`config.mk`:
```
export PLATFORM = sky130hd
export DESIGN_NAME = race_id_gen
export DESIGN_NICKNAME = d
export VERILOG_FILES = /design/src/rtl/race_id_pkg.sv /design/src/rtl/challenge_lfsr.sv /design/src/rtl/race_chain.sv /design/src/rtl/race_arbiter.sv /design/src/rtl/race_id_gen.sv
export SDC_FILE = /design/constraint.sdc
export NUM_CORES = 1
export LEC_CHECK = 0
export ABC_CLOCK_PERIOD_IN_PS = 29100
export BUFFER_PORTS_ARGS = -buffer_cell sky130_fd_sc_hd__buf_2
export CAP_MARGIN = 20
export CELL_PAD_IN_SITES_DETAIL_PLACEMENT = 0
export CELL_PAD_IN_SITES_GLOBAL_PLACEMENT = 2
export CORE_UTILIZATION = 42
export CTS_BUF_LIST = sky130_fd_sc_hd__clkbuf_16
export CTS_CLUSTER_DIAMETER = 40
export CTS_CLUSTER_SIZE = 14
export DETAILED_ROUTE_END_ITERATION = 8
export PLACE_DENSITY_LB_ADDON = 0.1
export SLEW_MARGIN = 20
export SYNTH_ARGS = -nofsm -noshare
export SYNTH_HDL_FRONTEND = slang
export SYNTH_SLANG_ARGS = --single-unit
```
`constraint.sdc`:
```
create_clock -name clk -period 29.1 [get_ports clk]
set_input_delay 1.455 -clock clk [delete_from_list [all_inputs] [get_ports clk]]
set_output_delay 1.455 -clock clk [all_outputs]
set_load 0.005 [all_outputs]
```
`src/rtl/race_id_pkg.sv`:
```
package race_id_pkg;

    typedef enum logic [1:0] {
        ST_IDLE = 2'd0,
        ST_RACE = 2'd1,
        ST_DONE = 2'd2
    } ctrl_state_t;

    localparam int unsigned LFSR_W    = 16;
    localparam logic [15:0] LFSR_TAPS = 16'hB400;
    localparam int unsigned DLY_MAX   = 4;

    // Emulated per-stage delay in cycles: 1..4, derived from the seed.
    function automatic int unsigned stage_delay(
        input logic [31:0] seed,
        input int unsigned stage,
        input int unsigned setting,
        input int unsigned lane
    );
        logic [31:0] h;
        logic [31:0] idx;
        idx = 32'(4 * stage + 2 * setting + lane);
        h = seed ^ (idx * 32'h9E3779B9);
        h = h ^ (h >> 16);
        h = h * 32'h045D9F3B;
        h = h ^ (h >> 16);
        return 32'(h[1:0]) + 1;
    endfunction

endpackage

```
`src/rtl/challenge_lfsr.sv`:
```
module challenge_lfsr
    import race_id_pkg::*;
(
    input  logic              clk,
    input  logic              rst_n,
    input  logic              load,
    input  logic [LFSR_W-1:0] seed,
    input  logic              step,
    output logic [LFSR_W-1:0] state
);

    logic [LFSR_W-1:0] stepped;

    always_comb begin
        stepped = state >> 1;
        if (state[0]) begin
            stepped = stepped ^ LFSR_TAPS;
        end
    end

    always_ff @(posedge clk or negedge rst_n) begin
        if (!rst_n) begin
            state <= LFSR_W'(1);
        end else if (load) begin
            state <= (seed == '0) ? LFSR_W'(1) : seed;
        end else if (step) begin
            state <= stepped;
        end
    end

    // a Galois register loaded with a nonzero value never reaches zero
    a_r3_lfsr_nonzero: assert property (@(posedge clk) disable iff (!rst_n)
        state != '0);

endmodule

```
`src/rtl/race_chain.sv`:
```
module race_chain
    import race_id_pkg::*;
#(
    parameter int unsigned CHAL_W = 16,
    parameter logic [31:0] SEED   = 32'h1F2E3D4C,
    parameter int unsigned TW     = 7
) (
    input  logic [CHAL_W-1:0] challenge,
    output logic [TW-1:0]     t_upper,
    output logic [TW-1:0]     t_lower
);

    logic [TW-1:0] up_t [CHAL_W+1];
    logic [TW-1:0] lo_t [CHAL_W+1];

    assign up_t[0] = '0;
    assign lo_t[0] = '0;

    for (genvar i = 0; i < CHAL_W; i++) begin : g_stage
        localparam int unsigned D_UP_STR = stage_delay(SEED, i, 0, 0);
        localparam int unsigned D_LO_STR = stage_delay(SEED, i, 0, 1);
        localparam int unsigned D_UP_X   = stage_delay(SEED, i, 1, 0);
        localparam int unsigned D_LO_X   = stage_delay(SEED, i, 1, 1);

        always_comb begin
            if (challenge[i]) begin
                up_t[i+1] = lo_t[i] + TW'(D_LO_X);
                lo_t[i+1] = up_t[i] + TW'(D_UP_X);
            end else begin
                up_t[i+1] = up_t[i] + TW'(D_UP_STR);
                lo_t[i+1] = lo_t[i] + TW'(D_LO_STR);
            end
        end
    end

    assign t_upper = up_t[CHAL_W];
    assign t_lower = lo_t[CHAL_W];

endmodule

```
`src/rtl/race_arbiter.sv`:
```
module race_arbiter #(
    parameter int unsigned TW     = 7,
    parameter int unsigned T_MAX  = 64
) (
    input  logic          clk,
    input  logic          rst_n,
    input  logic          run,
    input  logic [TW-1:0] t_upper,
    input  logic [TW-1:0] t_lower,
    output logic          decided,
    output logic          upper_wins
);

    logic [TW-1:0] timer;
    logic          up_here;
    logic          lo_here;

    assign up_here    = (timer >= t_upper);
    assign lo_here    = (timer >= t_lower);
    assign decided    = run && (up_here || lo_here);
    // a tie (both present in the same cycle) resolves to 0
    assign upper_wins = up_here && !lo_here;

    always_ff @(posedge clk or negedge rst_n) begin
        if (!rst_n) begin
            timer <= '0;
        end else if (!run || decided) begin
            timer <= '0;
        end else begin
            timer <= timer + 1'b1;
        end
    end

    // every race resolves no later than the longest possible path
    a_r11_timer_bound: assert property (@(posedge clk) disable iff (!rst_n)
        run |-> (timer <= TW'(T_MAX)));

endmodule

```
`src/rtl/race_id_gen.sv`:
```
module race_id_gen
    import race_id_pkg::*;
#(
    parameter int unsigned CHAL_W = 16,
    parameter int unsigned RESP_W = 8,
    parameter logic [31:0] SEED   = 32'h1F2E3D4C
) (
    input  logic              clk,
    input  logic              rst_n,
    input  logic              start,
    input  logic [15:0]       chal_seed,
    output logic              busy,
    output logic              resp_valid,
    output logic [RESP_W-1:0] response
);

    localparam int unsigned T_MAX = CHAL_W * DLY_MAX;
    localparam int unsigned TW    = $clog2(T_MAX + 2);
    localparam int unsigned BW    = (RESP_W > 1) ? $clog2(RESP_W) : 1;

    ctrl_state_t       state_q;
    ctrl_state_t       state_d;
    logic [LFSR_W-1:0] lfsr_state;
    logic [TW-1:0]     t_upper;
    logic [TW-1:0]     t_lower;
    logic              decided;
    logic              upper_wins;
    logic              racing;
    logic              launch;
    logic              last_bit;
    logic [BW-1:0]     bit_idx;
    logic [RESP_W-1:0] resp_q;

    assign launch   = (state_q == ST_IDLE) && start;
    assign racing   = (state_q == ST_RACE);
    assign last_bit = (bit_idx == BW'(RESP_W - 1));

    challenge_lfsr u_lfsr (
        .clk   (clk),
        .rst_n (rst_n),
        .load  (launch),
        .seed  (chal_seed),
        .step  (decided),
        .state (lfsr_state)
    );

    race_chain #(
        .CHAL_W (CHAL_W),
        .SEED   (SEED),
        .TW     (TW)
    ) u_chain (
        .challenge (lfsr_state[CHAL_W-1:0]),
        .t_upper   (t_upper),
        .t_lower   (t_lower)
    );

    race_arbiter #(
        .TW    (TW),
        .T_MAX (T_MAX)
    ) u_arb (
        .clk        (clk),
        .rst_n      (rst_n),
        .run        (racing),
        .t_upper    (t_upper),
        .t_lower    (t_lower),
        .decided    (decided),
        .upper_wins (upper_wins)
    );

    // state register
    always_ff @(posedge clk or negedge rst_n) begin
        if (!rst_n) begin
            state_q <= ST_IDLE;
        end else begin
            state_q <= state_d;
        end
    end

    // transitions: launch, resolve-next, resolve-last, finish
    always_comb begin
        state_d = state_q;
        unique case (state_q)
            ST_IDLE: if (start) state_d = ST_RACE;
            ST_RACE: if (decided && last_bit) state_d = ST_DONE;
            ST_DONE: state_d = ST_IDLE;
            default: state_d = ST_IDLE;
        endcase
    end

    // bit collection
    always_ff @(posedge clk or negedge rst_n) begin
        if (!rst_n) begin
            bit_idx <= '0;
            resp_q  <= '0;
        end else if (launch) begin
            bit_idx <= '0;
            resp_q  <= '0;
        end else if (decided) begin
            resp_q[bit_idx] <= upper_wins;
            if (!last_bit) begin
                bit_idx <= bit_idx + 1'b1;
            end
        end
    end

    // outputs
    always_comb begin
        busy       = 1'b0;
        resp_valid = 1'b0;
        unique case (state_q)
            ST_IDLE: ;
            ST_RACE: busy = 1'b1;
            ST_DONE: begin
                busy       = 1'b1;
                resp_valid = 1'b1;
            end
            default: ;
        endcase
    end

    assign response = resp_q;

    // an accepted start raises busy on the next edge
    a_r2_start_busy: assert property (@(posedge clk) disable iff (!rst_n)
        (!busy && start) |=> busy);

    // valid is a single pulse and the block is idle right after it
    a_r7_valid_pulse: assert property (@(posedge clk) disable iff (!rst_n)
        resp_valid |=> (!resp_valid && !busy));

    // the word holds while idle and not restarted
    a_r7_hold: assert property (@(posedge clk) disable iff (!rst_n)
        (!busy && !start) |=> $stable(response));

    // start in the middle of a run does not end it
    a_r8_no_restart: assert property (@(posedge clk) disable iff (!rst_n)
        (busy && !resp_valid && start) |=> busy);

endmodule

```
==> results_dict.tcl, run 1 <==
set metrics [dict create \
    timing.max_cap.violations 0 \
    synth_top_area_share_pct 8.79 \
    min_to "u_arb.timer[0]" \
    ys_top_cells_by_area "dfrtp_1 8.8%, ha_1 8.2%, xnor2_1 6.7%" \
    rsz0062_at_grt "no" \
    hold_buffers 0 \
    min_path_type "flip-flop to flip-flop" \
    yosys.area.top_type "dfrtp_1" \
    netlist_instances 1331 \
    clk_pin_slew_worst_paths_ns 0.06 \
    hold_viol 0 \
    cts.sinks 36 \
    design_area_mm2 0.0104 \
    drtPass1Iterations 5 \
    ant_nets 0 \
    drive_above_1_share_pct 10.4 \
    placed_area_mm2 0.0103 \
    ys_seq_elements 36 \
    n_antenna_cell 0 \
    cts_resized 0 \
    crit_arrival_ns 13.15 \
    htree_levels 2 \
    dp_hpwl_um 23400 \
    crit_fanout 35 \
    drtIter0Drc 533 \
    critPathTopFamily "multiplexers" \
    synth_area_mm2 0.00996 \
    grt_max_degree 59 \
    rows 55 \
    slew_headroom_pct 32.8 \
    synth_edf_count 0 \
    reg2reg_from "u_lfsr.state[0]" \
    r2r-end "response[5]" \
    period_needed_ns 12.98 \
    fin_worst_skew_ns 0.00589 \
    layout_commonest_cell "nor2_1" \
    num_vias 9701 \
    wire_per_inst_um 18.2 \
    synth-seq-area-share_pct 9.06 \
    start_util_pct 43.5 \
    synth_area_per_cell_um2 7.48 \
    cts_buffer_depth 2 \
    critPathMaxStageDelay_ns 0.77 \
    grt_util_all_layers_pct 24.5 \
    antenna_found_initial 0 \
    finalSetupViolations 0 \
    finalNetCount 1388 \
    place_ws_ns 15.87 \
    ys_warn_count 0 \
    path_depth 52 \
    syn_nets 1415 \
    start_kind "flip-flop" \
    cts_buffers 5 \
    die_area_mm2 0.0243 \
    die_w_um 156 \
    die_y_um 156 \
    layout_worst_path_cycle_share_pct 44.6 \
    place_congestion 0.870 \
    min_from "u_arb.timer[0]" \
    worstMarginPinSlew_ns 1.01 \
    netlist-cell-type-count 118 \
    via_per_inst 6.00 \
    root_buffer "clkbuf_16" \
    core_area_mm2 0.0229 \
    ios 29 \
    final_cell_mix "131 x nor2_1, 118 x nand2_1, 81 x a21oi_1" \
    setup_tns_ns 0 \
    worst_slack_ns 16.12 \
    reg2reg_depth 52 \
    grt_pass1_wl_um 48400 \
    hold-path-cell-count 1 \
    drt-total-wl_um 29400 \
    io_buffers 28 \
    critical_path_class "flip-flop to flip-flop" \
    slew_viol_final 0 \
    crit_top_cell "xnor2_1" \
    fmax_mhz 77.0 \
    synthToLayoutAreaGrowth_pct 4.86 \
    worstSetupEndpointType "flip-flop" \
    reg2reg_slack_ns 16.12 \
    clock_latency_ns 0.28 \
    grt_pass1_vias 9108 \
    slowest_stage "dfstp_2" \
    async_reset_ff_share_pct 100 \
    crit_required_ns 29.26 \
    cts_tree "yes" \
    synth_flop_cell "dfrtp_1" \
    post_cts_buffers 0 \
    remaining_drc_errors 0 \
    status "completed" \
    grt_overflow 0 \
    timing.critical_path.buf_inv 4 \
]
==> worst max path at each step <==
stage                                from           to  slack [ns]
after detailed placement  u_lfsr.state[0]  response[5]       15.87
final                     u_lfsr.state[0]  response[5]       16.12
after CTS                 u_lfsr.state[0]  response[5]       15.77
after global routing      u_lfsr.state[0]  response[5]       14.86
after floorplan           u_lfsr.state[0]  response[5]       18.29
after global placement    u_lfsr.state[0]  response[5]       15.99
==> cell usage after synthesis (6+ instances only) <==
cell	number
a211o_1	7
a211oi_1	19
a21o_1	11
a21oi_1	81
a22oi_1	6
a31oi_1	17
and2_1	17
and3_1	20
and4_1	6
buf_1	9
buf_2	10
clkbuf_1	52
dfrtp_1	35
ha_1	65
inv_1	43
mux2_2	21
mux2i_1	53
nand2_1	119
nand2b_1	19
nand3_1	39
nand3b_1	12
nand4_1	18
nor2_1	131
nor2b_1	17
nor3_1	34
nor3b_1	13
nor4_1	18
o211a_1	8
o211ai_1	13
o21a_1	14
o21ai_0	70
o21ai_1	11
o22ai_1	9
o31a_1	7
or3_1	14
xnor2_1	76
xnor3_1	6
xor2_1	44
==> through the flow <==
step,instances,utilization [%],hold WS [ns]
2_1_floorplan,1331,-,0.446
6_report,1618,45.6,0.498
4_1_cts,1618,45.6,0.497
3_3_place_gp,1610,44.9,0.473
5_1_grt,1618,45.6,0.514
3_5_place_dp,1610,44.9,0.480
==> flip-flops by register name, summed over array words and instances, names as in the netlist <==
signal and count:
response 8, state_q 2, u_lfsr.state 16, bit_idx 3, u_arb.timer 7
==> kinds of logic after synthesis <==
| logic type | share of synthesized area, % |
|---|---|
| buffers and inverters | 4.82 |
| AND/OR/NAND/NOR | 26.5 |
| AO/OA/AOI/OAI | 27.7 |
| flip-flops | 9.06 |
| XOR/XNOR | 13.7 |
| multiplexers | 10.0 |
| adder cells (fa/ha/maj) | 8.16 |
==> metal layers <==
metal / vias to the layer above / wire, um / GRT usage [%] / part of all wire (%)
li1: 4900 / - / - / -
met1: 4594 / 14600 / 34.5 / 50
met2: 186 / 13500 / 41.2 / 46
met3: 21 / 973 / 1.78 / 3.3
met4: 0 / 296 / 3.69 / 1.0
met5: - / 0 / 0 / 0
==> worst register-to-register path, delay by kind of cell (launching register included) <==
family | cells | cell delay, ns
muxes | 8 | 2.48
buffers and inverters | 4 | 0.74
AOI/OAI and AO/OA | 10 | 2.35
and+or+nand+nor | 12 | 1.93
DFF | 1 | 0.77
xor gates and xnor gates | 11 | 2.10
adders and majority gates | 7 | 2.47
==> cell type report <==
type,count,area (um^2)
clock buffer,5,125
clock inverter,3,38.8
fill,2414,12500
inverter,50,190
multi-input combinational,1173,8580
sequential,36,903
tap,313,392
timing repair buffer,38,215
Power of run 1 is left out: the tool's default activity adds up to more than one toggle a clock period on the data nets, which glitch-free logic cannot reach.
==> run 2, diff against run 1 <==
--- a/config.mk
+++ b/config.mk
@@ -5,12 +5,12 @@
 export SDC_FILE = /design/constraint.sdc
 export NUM_CORES = 1
 export LEC_CHECK = 0
-export ABC_CLOCK_PERIOD_IN_PS = 29100
+export ABC_CLOCK_PERIOD_IN_PS = 12100
 export BUFFER_PORTS_ARGS = -buffer_cell sky130_fd_sc_hd__buf_2
 export CAP_MARGIN = 20
 export CELL_PAD_IN_SITES_DETAIL_PLACEMENT = 0
 export CELL_PAD_IN_SITES_GLOBAL_PLACEMENT = 2
-export CORE_UTILIZATION = 42
+export CORE_UTILIZATION = 39
 export CTS_BUF_LIST = sky130_fd_sc_hd__clkbuf_16
 export CTS_CLUSTER_DIAMETER = 40
 export CTS_CLUSTER_SIZE = 14
==> constraint.sdc (replaced) <==
create_clock -name clk -period 12.1 [get_ports clk]
set_input_delay 0.605 -clock clk [delete_from_list [all_inputs] [get_ports clk]]
set_output_delay 0.605 -clock clk [all_outputs]
set_load 0.005 [all_outputs]
==> run 2 against run 1 <==
- register-to-register slack worse by 15 ns
- worst setup slack worse by 15 ns
- non-clock buffer count is 18 higher
- cell area up 3.6%
- sequential share of layout area shrank 0.30 points
- clock skew rose by 0.00073 ns
- critical path depth up 1
- clock-buffer cell count unchanged
- via count is 0.92% higher
- maximum frequency is 15% higher
- routed wire length up 3.3%
==> results_dict.tcl, run 2 (synthesis gave the netlist of run 1 again) <==
set metrics [dict create \
    status "completed" \
    finalSetupViolations 0 \
    largest_register_ffs 16 \
    drtPass1Iterations 5 \
    die_area_mm2 0.0262 \
    drive_above_1_share_pct 14.2 \
    grt_max_degree 58 \
    antenna_found_initial 0 \
    synthToLayoutAreaGrowth_pct 8.63 \
    crit_required_ns 12.26 \
    worstSetupEndpointType "flip-flop" \
    die_w_um 162 \
    via_per_inst 5.92 \
    timing.max_cap.violations 0 \
    period_needed_ns 11.27 \
    core_area_mm2 0.0251 \
    critical_path_class "flip-flop to flip-flop" \
    worstMarginPinSlew_ns 1.07 \
    crit_arrival_ns 11.43 \
    place_congestion 0.853 \
    grt_util_all_layers_pct 23.3 \
    ant_nets 0 \
    critPathMaxStageDelay_ns 0.60 \
    remaining_drc_errors 0 \
    dp_hpwl_um 24200 \
    final_cell_mix "130 x nor2_1, 118 x nand2_1, 78 x a21oi_1" \
    htree_levels 2 \
    final.fill_count 2704 \
    placed_area_mm2 0.0104 \
    start_kind "flip-flop" \
    hold_viol 0 \
    wire_per_inst_um 18.4 \
    design_area_mm2 0.0108 \
    die_y_um 162 \
    crit_top_cell "nand2_1" \
    fin_worst_skew_ns 0.00662 \
    critPathTopFamily "simple AND/OR/NAND/NOR gates" \
    regMostFlops "u_lfsr.state" \
    drt-total-wl_um 30400 \
    n_antenna_cell 0 \
    regArea_um2 903 \
    crit_fanout 8 \
    slew_viol_final 0 \
    finalNetCount 1406 \
    cts_tree "yes" \
    layout_commonest_cell "nor2_1" \
    timing.critical_path.buf_inv 8 \
    multi_input_area_mm2 0.00879 \
    clock_latency_ns 0.28 \
    drtIter0Drc 740 \
    cts_buffers 5 \
    ios 29 \
    layout_worst_path_cycle_share_pct 93.1 \
    root_buffer "clkbuf_16" \
    cts_buffer_depth 2 \
    start_util_pct 39.7 \
    grt_pass1_vias 9147 \
    num_vias 9790 \
    min_path_type "input port to async pin" \
    rows 58 \
    clk_pin_slew_worst_paths_ns 0.06 \
    grt_pass1_wl_um 49900 \
    fmax_mhz 88.7 \
    slew_headroom_pct 28.1 \
    io_buffers 28 \
    slowest_stage "or4_4" \
    cts.sinks 36 \
    grt_overflow 0 \
]
## run 2: cell types whose count changed in the layout (fill, tap and decap cells not counted), sizes merged
cell and delta:
buf +18
## run 2: area by class of cell
class | instances | share of cell area (%)
Sequential cell | 36 | 8.35
Inverter | 50 | 1.76
Clock buffer | 5 | 1.16
Timing Repair Buffer | 56 | 3.31
Clock inverter | 3 | 0.358
Tap cell | 330 | 3.82
Multi-Input combinational cell | 1173 | 81.3
## run 2: what timing repair did
action	4_1_cts	5_1_grt
hold endpoints to repair	0	0
hold buffers	0	0
resized for setup	0	48
setup endpoints to repair	0	36
setup buffers	0	2
## run 2: through the flow
stage | hold WS [ns] | util (%) | TNS, ns | instances | worst slack (ns)
global placement | 0.476 | 41.5 | 0 | 1643 | 0.475
finish | 0.401 | 43.1 | 0 | 1653 | 0.832
floorplan | 0.309 | - | 0 | 1331 | 1.29
CTS | 0.469 | 42.2 | 0 | 1651 | 0.341
detailed placement | 0.473 | 41.5 | 0 | 1643 | 0.381
global route | 0.494 | 43.1 | -0.0103 | 1653 | -0.0103
## run 2: worst register-to-register path, delay by kind of cell (launching register included)
| family | cells | cell delay, ns |
|---|---|---|
| XOR/XNOR | 2 | 0.44 |
| flip-flops | 1 | 0.53 |
| buffers and inverters | 8 | 1.11 |
| multiplexers | 6 | 1.42 |
| adder cells (fa/ha/maj) | 5 | 1.47 |
| AND/OR/NAND/NOR | 22 | 4.28 |
| AO/OA/AOI/OAI | 10 | 1.89 |
## run 2: path summary, 6_finish.rpt
check,end,slack [ns],cells past startpoint,startpoint
max,response[3],0.83,53,u_lfsr.state[0]
min,u_lfsr.state[11],0.40,1,rst_n
max reg2reg,response[3],0.83,53,u_lfsr.state[0]
min reg2reg,u_arb.timer[0],0.48,1,u_arb.timer[0]
max in group asynchronous,u_lfsr.state[7],11.10,1,rst_n
min in group clk,u_arb.timer[0],0.48,1,u_arb.timer[0]
## run 2: metal layers
metal,up-vias,part of all wire (%),wire length [um],global-route usage [%]
met5,-,0,0,0
met4,0,0.89,270,2.44
met3,18,2.1,624,0.868
met2,161,46,14000,38.6
met1,4683,51,15500,34.3
li1,4928,-,-,-
Power of run 2 is left out for the same reason.
